<file path="config.mk">
export PLATFORM = sky130hd
export DESIGN_NAME = tagged_sample_fifo
export DESIGN_NICKNAME = d
export VERILOG_FILES = /design/src/rtl/sfifo_pkg.sv /design/src/rtl/sfifo_arbiter.sv /design/src/rtl/sfifo_store.sv /design/src/rtl/sfifo_status.sv /design/src/rtl/tagged_sample_fifo.sv
export SDC_FILE = /design/constraint.sdc
export NUM_CORES = 1
export LEC_CHECK = 0
export BUFFER_PORTS_ARGS = -buffer_cell sky130_fd_sc_hd__buf_2
export CORE_MARGIN = 1.5
export CORE_UTILIZATION = 51
export CTS_BUF_LIST = sky130_fd_sc_hd__clkbuf_4 sky130_fd_sc_hd__clkbuf_8
export DETAILED_ROUTE_END_ITERATION = 8
export PLACE_DENSITY_LB_ADDON = 0.25
export SYNTH_ARGS = -nofsm -noshare
export SYNTH_HDL_FRONTEND = slang
export SYNTH_SLANG_ARGS = --single-unit
</file>
<file path="constraint.sdc">
create_clock -name clk -period 8.9 [get_ports clk]
set_clock_uncertainty 0.05 [all_clocks]
set_input_delay 2.225 -clock clk [delete_from_list [all_inputs] [get_ports clk]]
set_output_delay 2.225 -clock clk [all_outputs]
set_load 0.03 [all_outputs]
</file>
<file path="src/rtl/sfifo_pkg.sv">
package sfifo_pkg;
   parameter int DEF_VAL_W = 12;
   parameter int DEF_TAG_W = 4;
   parameter int DEF_DEPTH = 8;

   // which producer wins the earlier slot when both offer a word together
   typedef enum logic {
      PRIO_A_FIRST = 1'b0,
      PRIO_B_FIRST = 1'b1
   } prio_e;
endpackage

</file>
<file path="src/rtl/sfifo_arbiter.sv">
module sfifo_arbiter #(
   parameter int W     = 16,
   parameter int DEPTH = 8,
   parameter int CNT_W = 4,
   parameter sfifo_pkg::prio_e PRIO = sfifo_pkg::PRIO_A_FIRST
) (
   input  logic             a_valid,
   input  logic [W-1:0]     a_word,
   input  logic             b_valid,
   input  logic [W-1:0]     b_word,
   input  logic [CNT_W-1:0] level,
   input  logic             pop,
   output logic             w0_vld,
   output logic [W-1:0]     w0_data,
   output logic             w1_vld,
   output logic [W-1:0]     w1_data,
   output logic             drop
);
   localparam logic [CNT_W:0] DEPTH_V = (CNT_W+1)'(DEPTH);

   logic           first_v, second_v;
   logic [W-1:0]   first_d, second_d;
   logic [CNT_W:0] free_slots;
   logic           take1, take2;

   generate
      if (PRIO == sfifo_pkg::PRIO_A_FIRST) begin : g_a_first
         assign first_v  = a_valid;
         assign first_d  = a_word;
         assign second_v = b_valid;
         assign second_d = b_word;
      end else begin : g_b_first
         assign first_v  = b_valid;
         assign first_d  = b_word;
         assign second_v = a_valid;
         assign second_d = a_word;
      end
   endgenerate

   always_comb begin
      free_slots = DEPTH_V - {1'b0, level} + {{CNT_W{1'b0}}, pop};
      take1      = first_v && (free_slots != '0);
      take2      = second_v &&
                   (free_slots >= (take1 ? (CNT_W+1)'(2) : (CNT_W+1)'(1)));
      w0_vld     = take1 | take2;
      w0_data    = take1 ? first_d : second_d;
      w1_vld     = take1 & take2;
      w1_data    = second_d;
      drop       = (first_v & ~take1) | (second_v & ~take2);
   end
endmodule

</file>
<file path="src/rtl/sfifo_store.sv">
module sfifo_store #(
   parameter int W     = 16,
   parameter int DEPTH = 8
) (
   input  logic         clk,
   input  logic         rst_n,
   input  logic         w0_vld,
   input  logic [W-1:0] w0_data,
   input  logic         w1_vld,
   input  logic [W-1:0] w1_data,
   input  logic         rd_strobe,
   input  logic         pop,
   output logic [W-1:0] rd_data
);
   localparam int PTR_W = (DEPTH > 1) ? $clog2(DEPTH) : 1;

   logic [W-1:0]     mem [DEPTH];
   logic [PTR_W-1:0] wr_ptr, rd_ptr, wr_ptr_nx1;
   logic [1:0]       npush;

   assign wr_ptr_nx1 = wr_ptr + PTR_W'(1);
   assign npush      = {1'b0, w0_vld} + {1'b0, w1_vld};

   always_ff @(posedge clk) begin
      if (w0_vld) mem[wr_ptr]     <= w0_data;
      if (w1_vld) mem[wr_ptr_nx1] <= w1_data;
   end

   always_ff @(posedge clk) begin
      if (!rst_n) begin
         wr_ptr  <= '0;
         rd_ptr  <= '0;
         rd_data <= '0;
      end else begin
         wr_ptr <= wr_ptr + PTR_W'(npush);
         if (pop) rd_ptr <= rd_ptr + PTR_W'(1);
         if (rd_strobe) rd_data <= pop ? mem[rd_ptr] : '0;
      end
   end
endmodule

</file>
<file path="src/rtl/sfifo_status.sv">
module sfifo_status #(
   parameter int DEPTH = 8,
   parameter int CNT_W = 4
) (
   input  logic             clk,
   input  logic             rst_n,
   input  logic             w0_vld,
   input  logic             w1_vld,
   input  logic             pop,
   input  logic             drop,
   input  logic             irq_en,
   output logic [CNT_W-1:0] level,
   output logic             empty,
   output logic             full,
   output logic             overflow,
   output logic             irq
);
   logic [1:0] npush;
   assign npush = {1'b0, w0_vld} + {1'b0, w1_vld};

   always_ff @(posedge clk) begin
      if (!rst_n) begin
         level    <= '0;
         overflow <= 1'b0;
      end else begin
         level <= level + CNT_W'(npush) - CNT_W'(pop);
         if (drop) overflow <= 1'b1;
      end
   end

   assign empty = (level == '0);
   assign full  = (level == CNT_W'(DEPTH));
   assign irq   = full & irq_en;
endmodule

</file>
<file path="src/rtl/tagged_sample_fifo.sv">
module tagged_sample_fifo #(
   parameter int VAL_W = sfifo_pkg::DEF_VAL_W,
   parameter int TAG_W = sfifo_pkg::DEF_TAG_W,
   parameter int DEPTH = sfifo_pkg::DEF_DEPTH,
   parameter sfifo_pkg::prio_e PRIO = sfifo_pkg::PRIO_A_FIRST,
   localparam int W     = VAL_W + TAG_W,
   localparam int CNT_W = $clog2(DEPTH + 1)
) (
   input  logic             clk,
   input  logic             rst_n,
   input  logic             a_valid,
   input  logic [VAL_W-1:0] a_value,
   input  logic [TAG_W-1:0] a_tag,
   input  logic             b_valid,
   input  logic [VAL_W-1:0] b_value,
   input  logic [TAG_W-1:0] b_tag,
   input  logic             rd_strobe,
   input  logic             irq_en,
   output logic [W-1:0]     rd_data,
   output logic [CNT_W-1:0] level,
   output logic             empty,
   output logic             full,
   output logic             overflow,
   output logic             irq
);
   generate
      if (DEPTH < 2 || (DEPTH & (DEPTH - 1)) != 0) begin : g_bad_depth
         $error("tagged_sample_fifo: DEPTH must be a power of two, at least 2");
      end
      if (VAL_W < 1 || TAG_W < 1) begin : g_bad_width
         $error("tagged_sample_fifo: field widths must be positive");
      end
   endgenerate

   logic         pop, drop;
   logic         w0_vld, w1_vld;
   logic [W-1:0] w0_data, w1_data;
   logic [W-1:0] a_word, b_word;

   assign a_word = {a_tag, a_value};
   assign b_word = {b_tag, b_value};
   assign pop    = rd_strobe & ~empty;

   sfifo_arbiter #(.W(W), .DEPTH(DEPTH), .CNT_W(CNT_W), .PRIO(PRIO)) arb_i (
      .a_valid (a_valid),
      .a_word  (a_word),
      .b_valid (b_valid),
      .b_word  (b_word),
      .level   (level),
      .pop     (pop),
      .w0_vld  (w0_vld),
      .w0_data (w0_data),
      .w1_vld  (w1_vld),
      .w1_data (w1_data),
      .drop    (drop)
   );

   sfifo_store #(.W(W), .DEPTH(DEPTH)) store_i (
      .clk       (clk),
      .rst_n     (rst_n),
      .w0_vld    (w0_vld),
      .w0_data   (w0_data),
      .w1_vld    (w1_vld),
      .w1_data   (w1_data),
      .rd_strobe (rd_strobe),
      .pop       (pop),
      .rd_data   (rd_data)
   );

   sfifo_status #(.DEPTH(DEPTH), .CNT_W(CNT_W)) status_i (
      .clk      (clk),
      .rst_n    (rst_n),
      .w0_vld   (w0_vld),
      .w1_vld   (w1_vld),
      .pop      (pop),
      .drop     (drop),
      .irq_en   (irq_en),
      .level    (level),
      .empty    (empty),
      .full     (full),
      .overflow (overflow),
      .irq      (irq)
   );
endmodule

</file>
==> impl_metrics.ini, run 1 <==
[clocking]
cts_setup_buffers = 0
cts-root-buf = clkbuf_8
cts_hold_buf = 0
htreeDepth = 4
cts_inserted_buffers = 17
clk_latency_ns = 0.46
ctsLongestPathBuffers = 2
cts_tree = done
cts-resized-gates = 0
path_clk_slew_ns = 0.08
cts_sinks = 158

[routing]
drt_wl_total_mm = 17.46
viasPerCell = 5.673
vias = 4635
drt-pass1-iter-count = 4
ant_nets = 0
wl_per_cell_um = 21.36
first_iter_violations = 238
drcViolationCount = 0

[floorplanning]
dieWidth_um = 131.4
start_util_pct = 52.59
fp.coreArea_um2 = 16000
dieArea_um2 = 17280
ios = 62
die_y_um = 131.4
rows = 46

[synth]
yosysUniqueCellTypes = 46
netlist_instances = 527
ys_ff_latch = 158
yosysWarnings = 0
syn_nets = 581
synth_area_per_cell_um2 = 15.97
seq_area_frac_synth_pct = 52.82
syn-cell-area_um2 = 8414

[critical_path]
cp-end-kind = register
crit_arrival_ns = 6.89
path_max_fanout = 19
worstSetupPathType = in2reg
cp_cell_sequence = buf_2 > nor2b_1 > inv_2 > ha_1 > inv_1 > ha_1 > nand2b_1 > a21oi_4 > o31ai_4 > inv_1 > ha_1 > nand2b_1 > a21oi_1 > o21ai_0 > a21oi_1 > o22ai_2
cp-start-kind = input port
slowest_stage = a21oi_1
slowest_delay_ns = 0.79
cpMostUsedCell = ha_1
worstPathRequired_ns = 8.89

[grt]
use_met3_pct = 4.707
grt_use_total_pct = 20.90
grt_pass1_vias = 4790
gr-usage-met1_pct = 26.58
grt_max_degree = 33
grt-ovfl-total = 0
grt-busiest-layer = met2
grt_pass1_wl_mm = 26.84
antenna_found_initial = 0
grt_use_met2_pct = 36.11

[place]
port_buffers = 61
dp_hpwl_mm = 11.36
gp_congestion = 0.7988
place_area_um2 = 8872

[cells_and_area]
nFillCells = 1299
regArea_um2 = 4446
num-nets-final = 642
multi_input_comb_area_um2 = 3675
drive_gt1_share_pct = 47.42
fin_area_um2 = 9293
antenna_cells = 0
syn2layout_area_growth_pct = 10.44

[job]
drv_cap = 0

[sta]
fin_tns_setup_ns = 0
relSlewSlack_pct = 23.56
fin_crit_sh_pct = 77.54
setup_viol = 0
finalCriticalPeriod_ns = 6.901
tightest_slew_ns = 1.147
maxSlewViolCount = 0
hold_violations = 0
rsz0062_at_grt = no
fmax_mhz = 144.9

[power_and_ir_drop]
p_leak_uw = 0.003407
power_density_nw_per_um2 = 351.8
ir_drop_mv = 0.1594

[worst_hold_path]
hp-class = reg2reg

[outcome]
outcome = completed
logic make-up after synthesis:
logic type | count (synthesis) | share of synthesized area [%]
multiplexers | 176 | 30.27
flip-flops | 158 | 52.82
AND/OR/NAND/NOR | 64 | 4.312
buffers and inverters | 59 | 4.149
AO/OA/AOI/OAI | 46 | 5.056
adder cells (fa/ha/maj) | 16 | 2.558
XOR/XNOR | 8 | 0.8327
path summary, 6_finish.rpt:
path                                                      from  slack, ns                             end  cells past startpoint
worst min register to register  status_i.overflow$_SDFFE_PN0P_       0.45  status_i.overflow$_SDFFE_PN0P_                      2
worst max register to register    status_i.level[2]$_SDFF_PN0_       3.01     store_i.mem[7][3]$_DFFE_PP_                     18
worst min-delay path            status_i.overflow$_SDFFE_PN0P_       0.45  status_i.overflow$_SDFFE_PN0P_                      2
worst max-delay path                                 rd_strobe       2.00     store_i.mem[7][3]$_DFFE_PP_                     16
flip-flops by register name, summed over array words and instances, names as in the netlist, named ones only:
| name | flops |
|---|---|
| store_i.mem | 128 |
| store_i.rd_data | 16 |
| status_i.overflow | 1 |
| store_i.rd_ptr | 3 |
| status_i.level | 4 |
| store_i.wr_ptr | 3 |
cell usage in the layout, fill, tap and decap left out, types with 3 or more instances in the layout:
| cell | n |
|---|---|
| edfxtp_1 | 128 |
| mux2_2 | 68 |
| buf_2 | 61 |
| mux2_4 | 60 |
| inv_1 | 32 |
| mux4_2 | 32 |
| dfxtp_1 | 29 |
| and2_1 | 26 |
| clkbuf_8 | 18 |
| mux2i_1 | 16 |
| o22ai_1 | 16 |
| ha_1 | 14 |
| nand2_1 | 13 |
| buf_4 | 7 |
| xnor2_1 | 6 |
| o21ai_4 | 6 |
| o22ai_2 | 6 |
| nand3_1 | 5 |
| nor2b_1 | 4 |
| a21oi_1 | 4 |
| nor2_1 | 4 |
| nor3b_1 | 3 |
| o41ai_2 | 3 |
| inv_6 | 3 |
| bufinv_16 | 3 |
| clkinv_2 | 3 |
cell usage after synthesis, drive strengths merged:
cell type / n / area [um^2]
buf: 16 / 187.7
edfxtp: 128 / 3844
xor2: 2 / 17.52
a22o: 1 / 8.760
dfxtp: 30 / 600.6
inv: 33 / 123.9
nand4bb: 1 / 11.26
nand4: 1 / 6.260
nor3b: 3 / 22.52
nand2b: 2 / 12.51
a21oi: 5 / 36.29
and2: 26 / 162.7
mux2: 128 / 1667
nand2: 13 / 48.80
o21bai: 1 / 11.26
nor2b: 4 / 25.02
nand3: 5 / 25.02
mux4: 32 / 720.7
o41ai: 3 / 26.28
a21o: 1 / 7.510
o22ai: 22 / 143.9
fa: 2 / 40.04
nor3: 2 / 15.01
o31ai: 1 / 21.27
ha: 14 / 175.2
a21boi: 3 / 45.05
o22a: 1 / 17.52
clkbuf: 10 / 37.54
o21ai: 8 / 107.6
or3: 1 / 6.260
nor2: 4 / 15.01
and3: 1 / 6.260
mux2i: 16 / 160.2
or2: 1 / 6.260
xnor2: 6 / 52.55
metal layers:
metal | vias up | routed length, um | part of all wire [%]
met5 | - | 0 | 0
met4 | 0 | 159 | 0.91
met3 | 12 | 804 | 4.6
met2 | 114 | 8977 | 51
met1 | 2362 | 7514 | 43
li1 | 2147 | - | -
cell type report:
type	instances	share of cell area, %
clock buffers	20	2.828
flip-flops and latches	158	47.84
inverters	33	1.333
well taps	216	2.908
multi-input cells	310	39.54
clock inverters	12	1.697
repair buffers	68	3.851
critical path: cells and delay by family:
family	cells	cell delay (ns)
adders and majority gates	3	0.77
and+or+nand+nor	3	0.47
buffers and inverters	4	0.62
AOI/OAI and AO/OA	6	2.80
through the flow:
stage	setup slack (ns)	utilization (%)	std cells	power, uW	hold WS (ns)
2_1_floorplan	1.700	-	527	2419	0.4166
3_3_place_gp	1.835	55.45	785	2679	0.4363
3_5_place_dp	1.531	55.45	785	2729	0.4337
4_1_cts	1.975	58.08	817	3293	0.4565
5_1_grt	1.755	58.08	817	3436	0.5126
6_report	1.999	58.08	817	3269	0.4533
report_power, final:
part | internal, uW | switching, uW
Sequential | 1080 | 75.9
Clock | 295 | 273
Combinational | 717 | 823
Power figures use the tool's default switching activity.
==> run 2: changes to the inputs <==
==> constraint.sdc (replaced) <==
create_clock -name clk -period 7.1 [get_ports clk]
set_clock_uncertainty 0.05 [all_clocks]
set_input_delay 1.775 -clock clk [delete_from_list [all_inputs] [get_ports clk]]
set_output_delay 1.775 -clock clk [all_outputs]
set_load 0.03 [all_outputs]
==> run 2 against run 1 <==
Global-route usage is 0.95 points higher. Critical path depth increased by 1. Combinational power is 30% higher. Largest cell class unchanged. Sequential share of layout area barely moved. Routed wire length grew 4.5%. Register-to-register slack worse by 1.1 ns. First-iteration DRC count rose by 21%. Flip-flop and latch count unchanged. Clock power rose by 18%. Power grew 26%. Highest routed layer unchanged. Die area unchanged.
==> impl_metrics.ini, run 2 (synthesized netlist as in run 1, its figures left out) <==
[sta]
relSlewSlack_pct = 32.73
fin_tns_setup_ns = 0
hold_violations = 0
fmax_mhz = 168.2
finalCriticalPeriod_ns = 5.947
fin_crit_sh_pct = 83.76
hold_ws_ns = 0.4521
maxSlewViolCount = 0
worst_slack_ns = 1.153
setup_viol = 0
rsz0062_at_grt = no
tightest_slew_ns = 1.009

[place]
gp_congestion = 0.8109
post-place-ws_ns = 0.7082
port_buffers = 61
place_area_um2 = 8910
dp_hpwl_mm = 10.85

[power_and_ir_drop]
p_leak_uw = 0.003418
internal_power_uw = 2603
ir_drop_mv = 0.1941
seqPwrFrac_pct = 35.2
power.switching_fraction_pct = 36.62
comb_power_share_pct = 48.6
report.power.total_uw = 4107
power_frac_clock_pct = 16.3
p_switching_uw = 1504
power_density_nw_per_um2 = 441.6

[grt]
grt-ovfl-total = 0
antenna_found_initial = 0
grt_pass1_wl_mm = 27.79
grt_pass1_vias = 4724
grt_use_total_pct = 21.86
grt_max_degree = 33

[floorplanning]
dieArea_um2 = 17280
ios = 62
rows = 46
dieWidth_um = 131.4
fp.coreArea_um2 = 16000
start_util_pct = 52.59
die_y_um = 131.4

[outcome]
outcome = completed

[critical_path]
cp-start-kind = input port
regToRegEndpoint = store_i.mem[3][14]$_DFFE_PP_
path_max_fanout = 19
r2r_cells = 19
worstSetupPathType = in2reg
crit_arrival_ns = 6.08
r2r_setup_slack_ns = 1.86
startpoint = rd_strobe
cp-end-kind = register
worstPathRequired_ns = 7.23
r2r-start = status_i.level[2]$_SDFF_PN0_

[clocking]
cts_inserted_buffers = 17
clk_latency_ns = 0.46
ctsLongestPathBuffers = 2
htreeDepth = 4
cts_hold_buf = 0
cts_tree = done
cts-resized-gates = 0
cts_sinks = 158
cts_setup_buffers = 0
cts-root-buf = clkbuf_8
path_clk_slew_ns = 0.08

[cells_and_area]
antenna_cells = 0
largest_register_ffs = 128
drive_gt1_share_pct = 47.85
multi_input_comb_area_um2 = 3675
num-nets-final = 647
syn2layout_area_growth_pct = 10.53
final_cell_mix = edfxtp_1 (128), mux2_2 (68), buf_2 (61)
fin_area_um2 = 9300
nFillCells = 1305
reg_top3 = store_i.mem: 128 flops, store_i.rd_data: 16 flops, status_i.level: 4 flops
regArea_um2 = 4446
top_register = store_i.mem
layout.cells.most_common = edfxtp_1

[job]
drv_cap = 0

[routing]
viasPerCell = 5.782
drt-pass1-iter-count = 4
vias = 4753
first_iter_violations = 289
wl_per_cell_um = 22.19
drcViolationCount = 0
drt_wl_total_mm = 18.24
ant_nets = 0

[worst_hold_path]
holdCritStartpoint = store_i.rd_ptr[1]$_SDFFE_PN0N_
whs_endpoint = store_i.rd_ptr[1]$_SDFFE_PN0N_
holdPathStages = 2
hp-class = reg2reg
## run 2: changes by cell type in the layout (fill, tap and decap cells not counted)
cell / previous run / this run
inv_4: 1 / 2
inv_6: 3 / 1
clkinvlp_4: 0 / 1
inv_8: 1 / 0
clkbuf_4: 2 / 4
bufinv_16: 3 / 2
buf_4: 7 / 12
## run 2: area by class of cell
type                       count  area share (%)
inverter                      33           1.332
timing repair buffer          73           4.251
clock inverter                10           1.211
multi-input combinational    310           39.51
tap                          216           2.906
clock buffer                  22           2.987
sequential                   158           47.80
## run 2: through the flow
step                cells  utilization [%]
finish                822            58.12
CTS                   822            58.12
detailed placement    790            55.68
floorplan             527                -
global route          822            58.12
global placement      790            55.68
## run 2: worst max path at each step
stage	endpoint	slack (ns)	depth (start not counted)
final	store_i.mem[3][14]$_DFFE_PP_	1.15	17
after CTS	status_i.level[3]$_SDFF_PN0_	1.19	23
after global routing	status_i.level[3]$_SDFF_PN0_	0.84	23
after global placement	status_i.level[3]$_SDFF_PN0_	0.90	23
after floorplan	store_i.mem[2][0]$_DFFE_PP_	0.35	18
after detailed placement	status_i.level[3]$_SDFF_PN0_	0.71	23
## run 2: layer usage
layer  global-route usage [%]  part of all wire, %
met1                    28.09                   42
met5                        0                    0
met3                    4.475                  5.4
met2                    37.16                   51
met4                    7.099                  1.8
## run 2: critical path: stages
cell and delay, ns:
buf_2 0.26, nor2b_1 0.33, inv_2 0.21, ha_1 0.27, inv_1 0.06, ha_1 0.24, o21ai_0 0.28, o31ai_4 0.11
buf_4 0.22, inv_1 0.08, ha_1 0.21, nand2b_1 0.15, a21oi_1 0.35, o21ai_0 0.19, a21oi_1 0.83, o22ai_2 0.18
buf_4 0.30
## run 2: power by group through the flow
stage | clock (uW) | combinational, uW | sequential [uW]
CTS | 678 | 2010 | 1450
global route | 716 | 2130 | 1470
global placement | 0 | 1960 | 1450
floorplan | 0 | 1520 | 1510
finish | 668 | 2000 | 1440
detailed placement | 0 | 2000 | 1470
==> run 3: changes to the inputs <==
==> constraint.sdc (replaced) <==
create_clock -name clk -period 4.8 [get_ports clk]
set_clock_uncertainty 0.05 [all_clocks]
set_input_delay 1.2 -clock clk [delete_from_list [all_inputs] [get_ports clk]]
set_output_delay 1.2 -clock clk [all_outputs]
set_load 0.03 [all_outputs]
==> run 3 against run 2 <==
Critical path type is now reg2reg. Flip-flop and latch count stayed put. Combinational power is 64% higher. Sequential share of layout area is 2.4 points lower. Utilization is 3.1 points higher. First-iteration DRC count is 0.35% lower. Non-clock buffer count is 13 higher. Register-to-register slack worse by 1.3 ns. Power is 62% higher. Worst setup slack worse by 0.56 ns. Hold slack hardly changed. Routed wire length is 0.56% higher.
==> impl_metrics.ini, run 3 (synthesized netlist as in run 1, its figures left out) <==
[critical_path]
crit_family = adder cells
worstSetupPathType = reg2reg
cp-end-kind = register
slowest_stage = dfxtp_1
cpMostUsedCell = inv_1
slowest_delay_ns = 0.33
path_max_fanout = 5
crit_arrival_ns = 4.57
worstPathRequired_ns = 5.15
crit_buf_inv = 5
cp-start-kind = register

[floorplanning]
dieArea_um2 = 17280
ios = 62
die_y_um = 131.4
rows = 46
dieWidth_um = 131.4
fp.coreArea_um2 = 16000
start_util_pct = 52.59

[clocking]
cts_setup_buffers = 0
htreeDepth = 4
cts_sinks = 158
cts-root-buf = clkbuf_8
ctsLongestPathBuffers = 2
path_clk_slew_ns = 0.08
clk_latency_ns = 0.46
cts_hold_buf = 0
cts_tree = done
cts-resized-gates = 0
cts_inserted_buffers = 17

[place]
post-place-ws_ns = 0.1956
port_buffers = 61
place_inst = 803
gp_congestion = 0.8562
dp_hpwl_mm = 11.27

[sta]
fin_crit_sh_pct = 87.74
hold_ws_ns = 0.4521
finalCriticalPeriod_ns = 4.211
maxSlewViolCount = 0
rsz0062_at_grt = no
relSlewSlack_pct = 60.14
setup_viol = 0
fmax_mhz = 237.4
tightest_slew_ns = 0.5971
hold_violations = 0
worst_slack_ns = 0.5886

[power_and_ir_drop]
power_density_nw_per_um2 = 678.3
internal_power_uw = 4302
power.switching_fraction_pct = 35.23
power_frac_clock_pct = 18.0
ir_drop_mv = 0.3062
seqPwrFrac_pct = 32.6
p_switching_uw = 2339
p_leak_uw = 0.003612
comb_power_share_pct = 49.3

[grt]
antenna_found_initial = 0
grt-ovfl-total = 0
grt_pass1_vias = 4943
grt_use_total_pct = 22.40
grt_max_degree = 33
grt_pass1_wl_mm = 28.64

[cells_and_area]
largest_register_ffs = 128
reg_top3 = store_i.mem: 128 flops, store_i.rd_data: 16 flops, status_i.level: 4 flops
final_cell_mix = edfxtp_1 (128), mux2_2 (68), buf_2 (61)
multi_input_comb_area_um2 = 3784
drive_gt1_share_pct = 51.05
final_cell_count_no_fill = 835
top_register = store_i.mem
regArea_um2 = 4446
layout.cells.most_common = edfxtp_1
nFillCells = 1224
num-nets-final = 660
syn2layout_area_growth_pct = 16.36
antenna_cells = 0

[routing]
first_iter_violations = 288
drt_wl_total_mm = 18.34
ant_nets = 0
drcViolationCount = 0
wl_per_cell_um = 21.97
vias = 4779
drt-pass1-iter-count = 5
viasPerCell = 5.723

[job]
drv_cap = 0

[outcome]
outcome = completed

[worst_hold_path]
hp-class = reg2reg
run 3: worst paths after layout:
| path | start | endpoint | slack [ns] | cells past startpoint |
|---|---|---|---|---|
| setup reg to reg | status_i.level[2]$_SDFF_PN0_ | status_i.level[3]$_SDFF_PN0_ | 0.59 | 25 |
| hold reg to reg | status_i.overflow$_SDFFE_PN0P_ | status_i.overflow$_SDFFE_PN0P_ | 0.45 | 2 |
| setup / recovery | status_i.level[2]$_SDFF_PN0_ | status_i.level[3]$_SDFF_PN0_ | 0.59 | 25 |
| hold / removal | status_i.overflow$_SDFFE_PN0P_ | status_i.overflow$_SDFFE_PN0P_ | 0.45 | 2 |
run 3: metrics by stage:
| stage | TNS (ns) | power [uW] | instance area, um^2 | utilization (%) |
|---|---|---|---|---|
| 6_report | 0 | 6641 | 9791 | 61.19 |
| 5_1_grt | 0 | 6971 | 9791 | 61.19 |
| 2_1_floorplan | -20.74 | 4567 | 8532 | - |
| 4_1_cts | 0 | 6681 | 9791 | 61.19 |
| 3_3_place_gp | 0 | 5394 | 9306 | 58.16 |
| 3_5_place_dp | 0 | 5487 | 9306 | 58.16 |
run 3: cell type report:
class	instances	area share (%)
clock buffer	19	2.543
inverter	33	1.291
clock inverter	13	2.403
tap	216	2.760
multi-input combinational	310	38.65
sequential	158	45.41
timing repair buffer	86	6.952
run 3: layer usage:
metal	vias to the layer above	GRT usage (%)	share of wire [%]
met5	-	0	0
met4	0	7.469	1.3
met3	15	4.128	5.9
met2	135	38.30	51
met1	2451	28.84	42
li1	2178	-	-
run 3: power groups by stage:
stage	clock, uW	sequential [uW]	combinational [uW]
finish	1200	2170	3280
global route	1270	2200	3500
CTS	1210	2170	3300
detailed placement	0	2200	3290
global placement	0	2180	3220
floorplan	0	2240	2330
run 3: worst min-delay path, stage by stage (launching register included):
cell and delay [ns]:
dfxtp_1 0.33, a21oi_1 0.04, nor2b_1 0.09
